==> config.mk <==
export PLATFORM = sky130hd
export DESIGN_NAME = flash_async_ctrl
export DESIGN_NICKNAME = d
export VERILOG_FILES = /design/src/rtl/flash_async_pkg.sv /design/src/rtl/fac_tick_gen.sv /design/src/rtl/fac_seq.sv /design/src/rtl/fac_rsp.sv /design/src/rtl/flash_async_ctrl.sv
export SDC_FILE = /design/constraint.sdc
export NUM_CORES = 1
export LEC_CHECK = 0
export ABC_AREA = 1
export BUFFER_PORTS_ARGS = -buffer_cell sky130_fd_sc_hd__buf_2
export CAP_MARGIN = 40
export CORE_ASPECT_RATIO = 1.5
export CORE_MARGIN = 4
export CORE_UTILIZATION = 40
export CTS_BUF_LIST = sky130_fd_sc_hd__clkbuf_4
export DETAILED_ROUTE_END_ITERATION = 10
export PLACE_DENSITY_LB_ADDON = 0.05
export SLEW_MARGIN = 20
export SYNTH_ARGS = -nofsm -noshare
export SYNTH_HDL_FRONTEND = slang
export SYNTH_SLANG_ARGS = --single-unit
==> constraint.sdc <==
create_clock -name clk -period 1.95 [get_ports clk]
set_clock_uncertainty 0.05 [all_clocks]
set_input_delay 0.195 -clock clk [delete_from_list [all_inputs] [get_ports clk]]
set_output_delay 0.195 -clock clk [all_outputs]
set_load 0.03 [all_outputs]
==> src/rtl/flash_async_pkg.sv <==
package flash_async_pkg;

  // access sequence phases
  typedef enum logic [1:0] {
    PH_IDLE  = 2'd0,
    PH_ADDR  = 2'd1,
    PH_XFER  = 2'd2,
    PH_RECOV = 2'd3
  } phase_e;

  // host read sizes; bit 1 set means a full word
  localparam logic [1:0] SZ_BYTE = 2'd0;
  localparam logic [1:0] SZ_HALF = 2'd1;

  // last value of the divider count for a clock-select code
  function automatic logic [1:0] div_last(input logic [1:0] sel);
    case (sel)
      2'd2:    return 2'd1;
      2'd3:    return 2'd3;
      default: return 2'd0;
    endcase
  endfunction

endpackage

==> src/rtl/fac_tick_gen.sv <==
module fac_tick_gen
  import flash_async_pkg::*;
(
  input  logic       clk,
  input  logic       rst_n,
  input  logic       run,
  input  logic [1:0] sel,
  output logic       tick,
  output logic       bclk
);

  logic [1:0] cnt_q;
  logic [1:0] last;

  assign last = div_last(sel);
  assign tick = run && (cnt_q == last);
  // only the asynchronous mode exists, so the burst clock pin rests low
  assign bclk = 1'b0;

  always_ff @(posedge clk or negedge rst_n) begin
    if (!rst_n)       cnt_q <= '0;
    else if (!run)    cnt_q <= '0;
    else if (tick)    cnt_q <= '0;
    else              cnt_q <= cnt_q + 2'd1;
  end

endmodule

==> src/rtl/fac_seq.sv <==
module fac_seq
  import flash_async_pkg::*;
#(
  parameter int AVD_TICKS  = 1,
  parameter int XFER_TICKS = 2,
  parameter int REC_TICKS  = 1
) (
  input  logic   clk,
  input  logic   rst_n,
  input  logic   start,
  input  logic   two_halves,
  input  logic   tick,
  input  logic   rdy,
  output phase_e phase,
  output logic   half,
  output logic   cap,
  output logic   finish
);

  localparam int MAXT1 = (AVD_TICKS > XFER_TICKS) ? AVD_TICKS : XFER_TICKS;
  localparam int MAXT  = (MAXT1 > REC_TICKS) ? MAXT1 : REC_TICKS;
  localparam int PC_W  = (MAXT < 2) ? 1 : $clog2(MAXT);
  localparam logic [PC_W-1:0] AVD_LAST  = PC_W'(AVD_TICKS - 1);
  localparam logic [PC_W-1:0] XFER_LAST = PC_W'(XFER_TICKS - 1);
  localparam logic [PC_W-1:0] REC_LAST  = PC_W'(REC_TICKS - 1);

  phase_e          phase_q, phase_d;
  logic [PC_W-1:0] pcnt_q, pcnt_d;
  logic            half_q, half_d;

  always_comb begin
    phase_d = phase_q;
    pcnt_d  = pcnt_q;
    half_d  = half_q;
    cap     = 1'b0;
    finish  = 1'b0;
    unique case (phase_q)
      PH_IDLE: begin
        if (start) begin
          phase_d = PH_ADDR;
          pcnt_d  = '0;
          half_d  = 1'b0;
        end
      end
      PH_ADDR: begin
        if (tick) begin
          if (pcnt_q == AVD_LAST) begin
            phase_d = PH_XFER;
            pcnt_d  = '0;
          end else begin
            pcnt_d = pcnt_q + 1'b1;
          end
        end
      end
      PH_XFER: begin
        if (tick) begin
          if (pcnt_q >= XFER_LAST && rdy) begin
            cap     = 1'b1;
            phase_d = PH_RECOV;
            pcnt_d  = '0;
          end else if (pcnt_q < XFER_LAST) begin
            pcnt_d = pcnt_q + 1'b1;
          end
        end
      end
      PH_RECOV: begin
        if (tick) begin
          if (pcnt_q == REC_LAST) begin
            pcnt_d = '0;
            if (two_halves && !half_q) begin
              half_d  = 1'b1;
              phase_d = PH_ADDR;
            end else begin
              phase_d = PH_IDLE;
              finish  = 1'b1;
            end
          end else begin
            pcnt_d = pcnt_q + 1'b1;
          end
        end
      end
      default: phase_d = PH_IDLE;
    endcase
  end

  always_ff @(posedge clk or negedge rst_n) begin
    if (!rst_n) begin
      phase_q <= PH_IDLE;
      pcnt_q  <= '0;
      half_q  <= 1'b0;
    end else begin
      phase_q <= phase_d;
      pcnt_q  <= pcnt_d;
      half_q  <= half_d;
    end
  end

  assign phase = phase_q;
  assign half  = half_q;

endmodule

==> src/rtl/fac_rsp.sv <==
module fac_rsp
  import flash_async_pkg::*;
#(
  parameter int FL_DW  = 16,
  parameter int LANE_W = 1
) (
  input  logic               clk,
  input  logic               rst_n,
  input  logic               cap,
  input  logic               half,
  input  logic               finish,
  input  logic               is_write,
  input  logic [1:0]         size,
  input  logic [LANE_W-1:0]  lane,
  input  logic [FL_DW-1:0]   dq_i,
  output logic               rsp_valid,
  output logic [2*FL_DW-1:0] rsp_data
);

  localparam int HOST_DW = 2 * FL_DW;

  logic [FL_DW-1:0]   lo_q, hi_q;
  logic [7:0]         byte_sel;
  logic [HOST_DW-1:0] shaped;

  assign byte_sel = lo_q[lane*8 +: 8];

  always_comb begin
    if (size == SZ_BYTE)      shaped = HOST_DW'(byte_sel);
    else if (size == SZ_HALF) shaped = HOST_DW'(lo_q);
    else                      shaped = {hi_q, lo_q};
  end

  always_ff @(posedge clk or negedge rst_n) begin
    if (!rst_n) begin
      lo_q      <= '0;
      hi_q      <= '0;
      rsp_valid <= 1'b0;
      rsp_data  <= '0;
    end else begin
      if (cap && !half) lo_q <= dq_i;
      if (cap && half)  hi_q <= dq_i;
      rsp_valid <= finish && !is_write;
      if (finish && !is_write) rsp_data <= shaped;
    end
  end

endmodule

==> src/rtl/flash_async_ctrl.sv <==
module flash_async_ctrl
  import flash_async_pkg::*;
#(
  parameter int ADDR_W     = 24,
  parameter int FL_DW      = 16,
  parameter int AVD_TICKS  = 1,
  parameter int XFER_TICKS = 2,
  parameter int REC_TICKS  = 1
) (
  input  logic                      clk,
  input  logic                      rst_n,
  input  logic [1:0]                cfg_mode,
  input  logic [1:0]                cfg_clk_sel,
  input  logic                      req_valid,
  output logic                      req_ready,
  input  logic                      req_write,
  input  logic [1:0]                req_size,
  input  logic [ADDR_W-1:0]         req_addr,
  input  logic [FL_DW-1:0]          req_wdata,
  output logic                      rsp_valid,
  output logic [2*FL_DW-1:0]        rsp_data,
  output logic                      fl_clk,
  output logic                      fl_bus_en,
  output logic                      fl_cs_n,
  output logic                      fl_avd_n,
  output logic                      fl_oe_n,
  output logic                      fl_we_n,
  output logic [ADDR_W-$clog2(FL_DW/8)-1:0] fl_addr,
  output logic [FL_DW-1:0]          fl_dq_o,
  output logic                      fl_dq_oe,
  input  logic [FL_DW-1:0]          fl_dq_i,
  input  logic                      fl_rdy
);

  localparam int LANE_W = $clog2(FL_DW / 8);
  localparam int FA_W   = ADDR_W - LANE_W;

  logic              enabled, accept;
  logic              wr_q;
  logic [1:0]        size_q, sel_q;
  logic [ADDR_W-1:0] addr_q;
  logic [FL_DW-1:0]  wdata_q;
  logic              word_q;
  logic              tick, cap, finish, half;
  phase_e            phase;
  logic              seq_idle;

  assign enabled  = (cfg_mode != 2'd0);
  assign seq_idle = (phase == PH_IDLE);
  assign req_ready = enabled && seq_idle;
  assign accept   = req_valid && req_ready;
  assign word_q   = size_q[1] && !wr_q;

  // request fields are frozen at acceptance
  always_ff @(posedge clk or negedge rst_n) begin
    if (!rst_n) begin
      wr_q    <= 1'b0;
      size_q  <= '0;
      sel_q   <= '0;
      addr_q  <= '0;
      wdata_q <= '0;
    end else if (accept) begin
      wr_q    <= req_write;
      size_q  <= req_size;
      sel_q   <= cfg_clk_sel;
      addr_q  <= req_addr;
      wdata_q <= req_wdata;
    end
  end

  fac_tick_gen u_tick (
    .clk  (clk),
    .rst_n(rst_n),
    .run  (!seq_idle),
    .sel  (sel_q),
    .tick (tick),
    .bclk (fl_clk)
  );

  fac_seq #(
    .AVD_TICKS (AVD_TICKS),
    .XFER_TICKS(XFER_TICKS),
    .REC_TICKS (REC_TICKS)
  ) u_seq (
    .clk       (clk),
    .rst_n     (rst_n),
    .start     (accept),
    .two_halves(word_q),
    .tick      (tick),
    .rdy       (fl_rdy),
    .phase     (phase),
    .half      (half),
    .cap       (cap),
    .finish    (finish)
  );

  fac_rsp #(
    .FL_DW (FL_DW),
    .LANE_W(LANE_W)
  ) u_rsp (
    .clk      (clk),
    .rst_n    (rst_n),
    .cap      (cap),
    .half     (half),
    .finish   (finish),
    .is_write (wr_q),
    .size     (size_q),
    .lane     (addr_q[LANE_W-1:0]),
    .dq_i     (fl_dq_i),
    .rsp_valid(rsp_valid),
    .rsp_data (rsp_data)
  );

  // flash address: word reads use a pair-aligned base plus the half index
  always_comb begin
    if (word_q) fl_addr = {addr_q[ADDR_W-1:LANE_W+1], half};
    else        fl_addr = addr_q[ADDR_W-1:LANE_W];
  end

  assign fl_bus_en = enabled || !seq_idle;
  assign fl_cs_n   = !(phase == PH_ADDR || phase == PH_XFER);
  assign fl_avd_n  = !(phase == PH_ADDR);
  assign fl_oe_n   = !(phase == PH_XFER && !wr_q);
  assign fl_we_n   = !(phase == PH_XFER && wr_q);
  assign fl_dq_oe  = wr_q && (phase == PH_XFER || phase == PH_RECOV);
  assign fl_dq_o   = wdata_q;

endmodule

==> metrics.txt <==
DR vias=4,164; CTS Buffer Depth=2; initial DRC count=120; Lkg Pwr=between 3 and 4 nW; Clock transition at path regs=around 0.11 ns; I/O pin total=147; status=finished, final reports clean; core area=12,000 µm²; critical-path cell list=buf_4 > ha_4 > buf_4 > nand2_1 > buf_4; die area=approximately 14,000 µm²; top area cells in the synthesized netlist=dfrtp_1 (59%), nand2_1 (20%), buf_4 (4.3%); sequential fraction of the synthesis area=59.2%; total global-route track usage=between 15 and 20%; Critical Path Source Type=register; CTS sink count=116; EDFF count, synth=0; R2R Path Start=u_seq.phase[0]; deepest level of the CTS H-tree=4; largest net degree at the start of global routing=50; cell with the most instances after synthesis=nand2_1; Power Total=9.20 mW; critical path type=register to primary output; Required @ worst endpoint=1.70 ns; Synthesized Nets=roughly 630; die height=144 µm; delay of the slowest critical-path stage=0.39 ns; antenna viol nets, final=0; syn_area_per_cell=about 8.8 µm²; Worst-Skew Late Latency=roughly 0.5 ns; port bufs=145; Final Net Count=825; Reg2Reg Capture Point=u_rsp.rsp_data[17]; Yosys top cell by area=dfrtp_1; Num CTS Buffers=17; FF-to-FF setup slack=0.17 ns; first-pass iteration count of the detailed router=4; initial antenna violation count=1; max-cap violations=0; Cells after Synth=556; Final Hold Viols=0; Critical Path End Type=primary output; routed wire length per instance=13.4 µm; non-filler cells, final=920; crit-path most repeated cell=buf_4; Fillers=1,153; setup violators final=0; R2R depth=11; Crit Path Max Fanout=7; layout cells sized above 1=27.2%; Arr. time, crit path=1.58 ns; root buf cell=clkbuf_4; FMAX=547 MHz; Synth Warn #=0; RePlAce Congestion=about 0.77; Area Overhead vs Synth=37.6%; Top FF cell, synth=dfrtp_1; Slew Viols, Final=0; DP Wirelength=~8000 µm; final WL=~12,000 µm; Starting Density=40.8%; cell area power density=1360 nW/µm²; vias in the first global route=4,311; synth cell count leaders=nand2_1 (264), dfrtp_1 (116), o21ai_0 (40); CTS tree=built; final worst-path cycle share=93.7%; min-delay worst type=input port to asynchronous set/reset pin; synthesized area=roughly 4900 µm²; share of the synthesized area in the top cell type=59.2%; first-pass GRT wire length=20,800 µm; Final Critical Period=around 1.8 ns; RSZ-0062 raised after global routing=yes; Die Width=a little under 100 µm; Rows=49; placed insts=approximately 800; detailed-route DRC error count=0; gr ovfl total=0; WHS=0.0984 ns; peak supply drop=525 µV; routed vias/inst=4.53; fraction of registers with async set or reset after synthesis=100%; synth unique cells=25; Yosys reg bits=116; Crit-path slowest cell=dfrtp_1
-- placed cells by master, fill, tap and decap left out, types with 8 or more instances in the layout --
cell,n
dlygate4sd3_1,62
buf_4,10
buf_2,141
o21ai_0,40
mux2i_1,8
dfrtp_1,116
clkbuf_4,19
nand2_1,264
inv_1,28
o21ai_1,14
-- metrics by stage --
step	cell area [µm²]	util, %	TNS, ns	setup slack (ns)
2_1_floorplan	4910	-	0	0.0369
3_3_place_gp	5740	47.8	0	0.207
3_5_place_dp	5740	47.8	0	0.117
4_1_cts	6680	55.6	0	0.00626
5_1_grt	6750	56.2	-0.0330	-0.0201
6_report	6750	56.2	0	0.122
-- logic make-up (layout without fill, tap and decap cells) --
logic type,Yosys count,count (layout),share of synthesized area (%)
mux,8,8,1.63
flops,116,116,59.2
fa+ha+maj,5,5,1.28
compound gates,61,61,6.56
buf+inv,79,289,8.55
other cells,1,2,0.0765
simple gates,286,286,22.7
-- cell type report --
type,instances,area [µm²],area share [%]
Sequential cell,116,2900,43.0
Multi-Input combinational cell,361,1630,24.1
Timing Repair Buffer,223,1590,23.5
Tap cell,153,191,2.84
Clock inverter,13,164,2.43
Clock buffer,19,143,2.11
Inverter,34,128,1.89
Antenna cell,1,2.50,0.0371
-- layer usage --
metal  up-vias  wire length (µm)  global-route usage, %  share of wire [%]
met5         -                 0                      0                  0
met2       109              6460                   32.2                 52
met1      1948              5100                   22.0                 41
met3        11               646                   4.47                5.2
li1       2096                 -                      -                  -
met4         0               142                   6.26                1.2
-- what timing repair did --
action,in CTS,in global routing
hold endpoints to repair,193,0
pin swaps,0,2
cloned,0,1
setup buffers,0,0
hold buffers,62,0
resized for setup,5,9
setup endpoints to repair,3,59
-- critical path, delay by kind of cell (launching register included) --
family	cells	cell delay [ns]
DFF	1	0.39
buffers and inverters	3	0.46
and+or+nand+nor	1	0.07
adders and majority gates	1	0.15
-- worst max path at each step --
stage / startpoint / endpoint / slack, ns / cells past startpoint
final: u_seq.phase[1] / fl_we_n / 0.12 / 5
after global routing: u_seq.phase[0] / fl_dq_oe / -0.02 / 6
after CTS: u_seq.phase[0] / fl_we_n / 0.006 / 6
after detailed placement: u_seq.phase[1] / u_rsp.rsp_data[13] / 0.12 / 11
after global placement: u_seq.phase[0] / u_rsp.rsp_data[14] / 0.21 / 11
after floorplan: u_seq.phase[0] / u_seq.phase[1] / 0.04 / 10
-- state kept, by name, summed over array words and instances, names as in the netlist --
signal           flops
size_q               2
u_rsp.rsp_valid      1
wr_q                 1
sel_q                2
u_rsp.lo_q          16
addr_q              24
fl_dq_o             16
u_rsp.hi_q          16
u_seq.half           1
u_rsp.rsp_data      32
u_seq.pcnt_q         1
u_tick.cnt_q         2
u_seq.phase          2
-- report_power, final --
group          internal (mW)  switching (mW)  total (mW)
registers               3.07           0.388        3.46
clock network           1.02           0.889        1.91
logic                   1.26            2.57        3.83
Note: power is estimated with default switching activity, not from simulation.
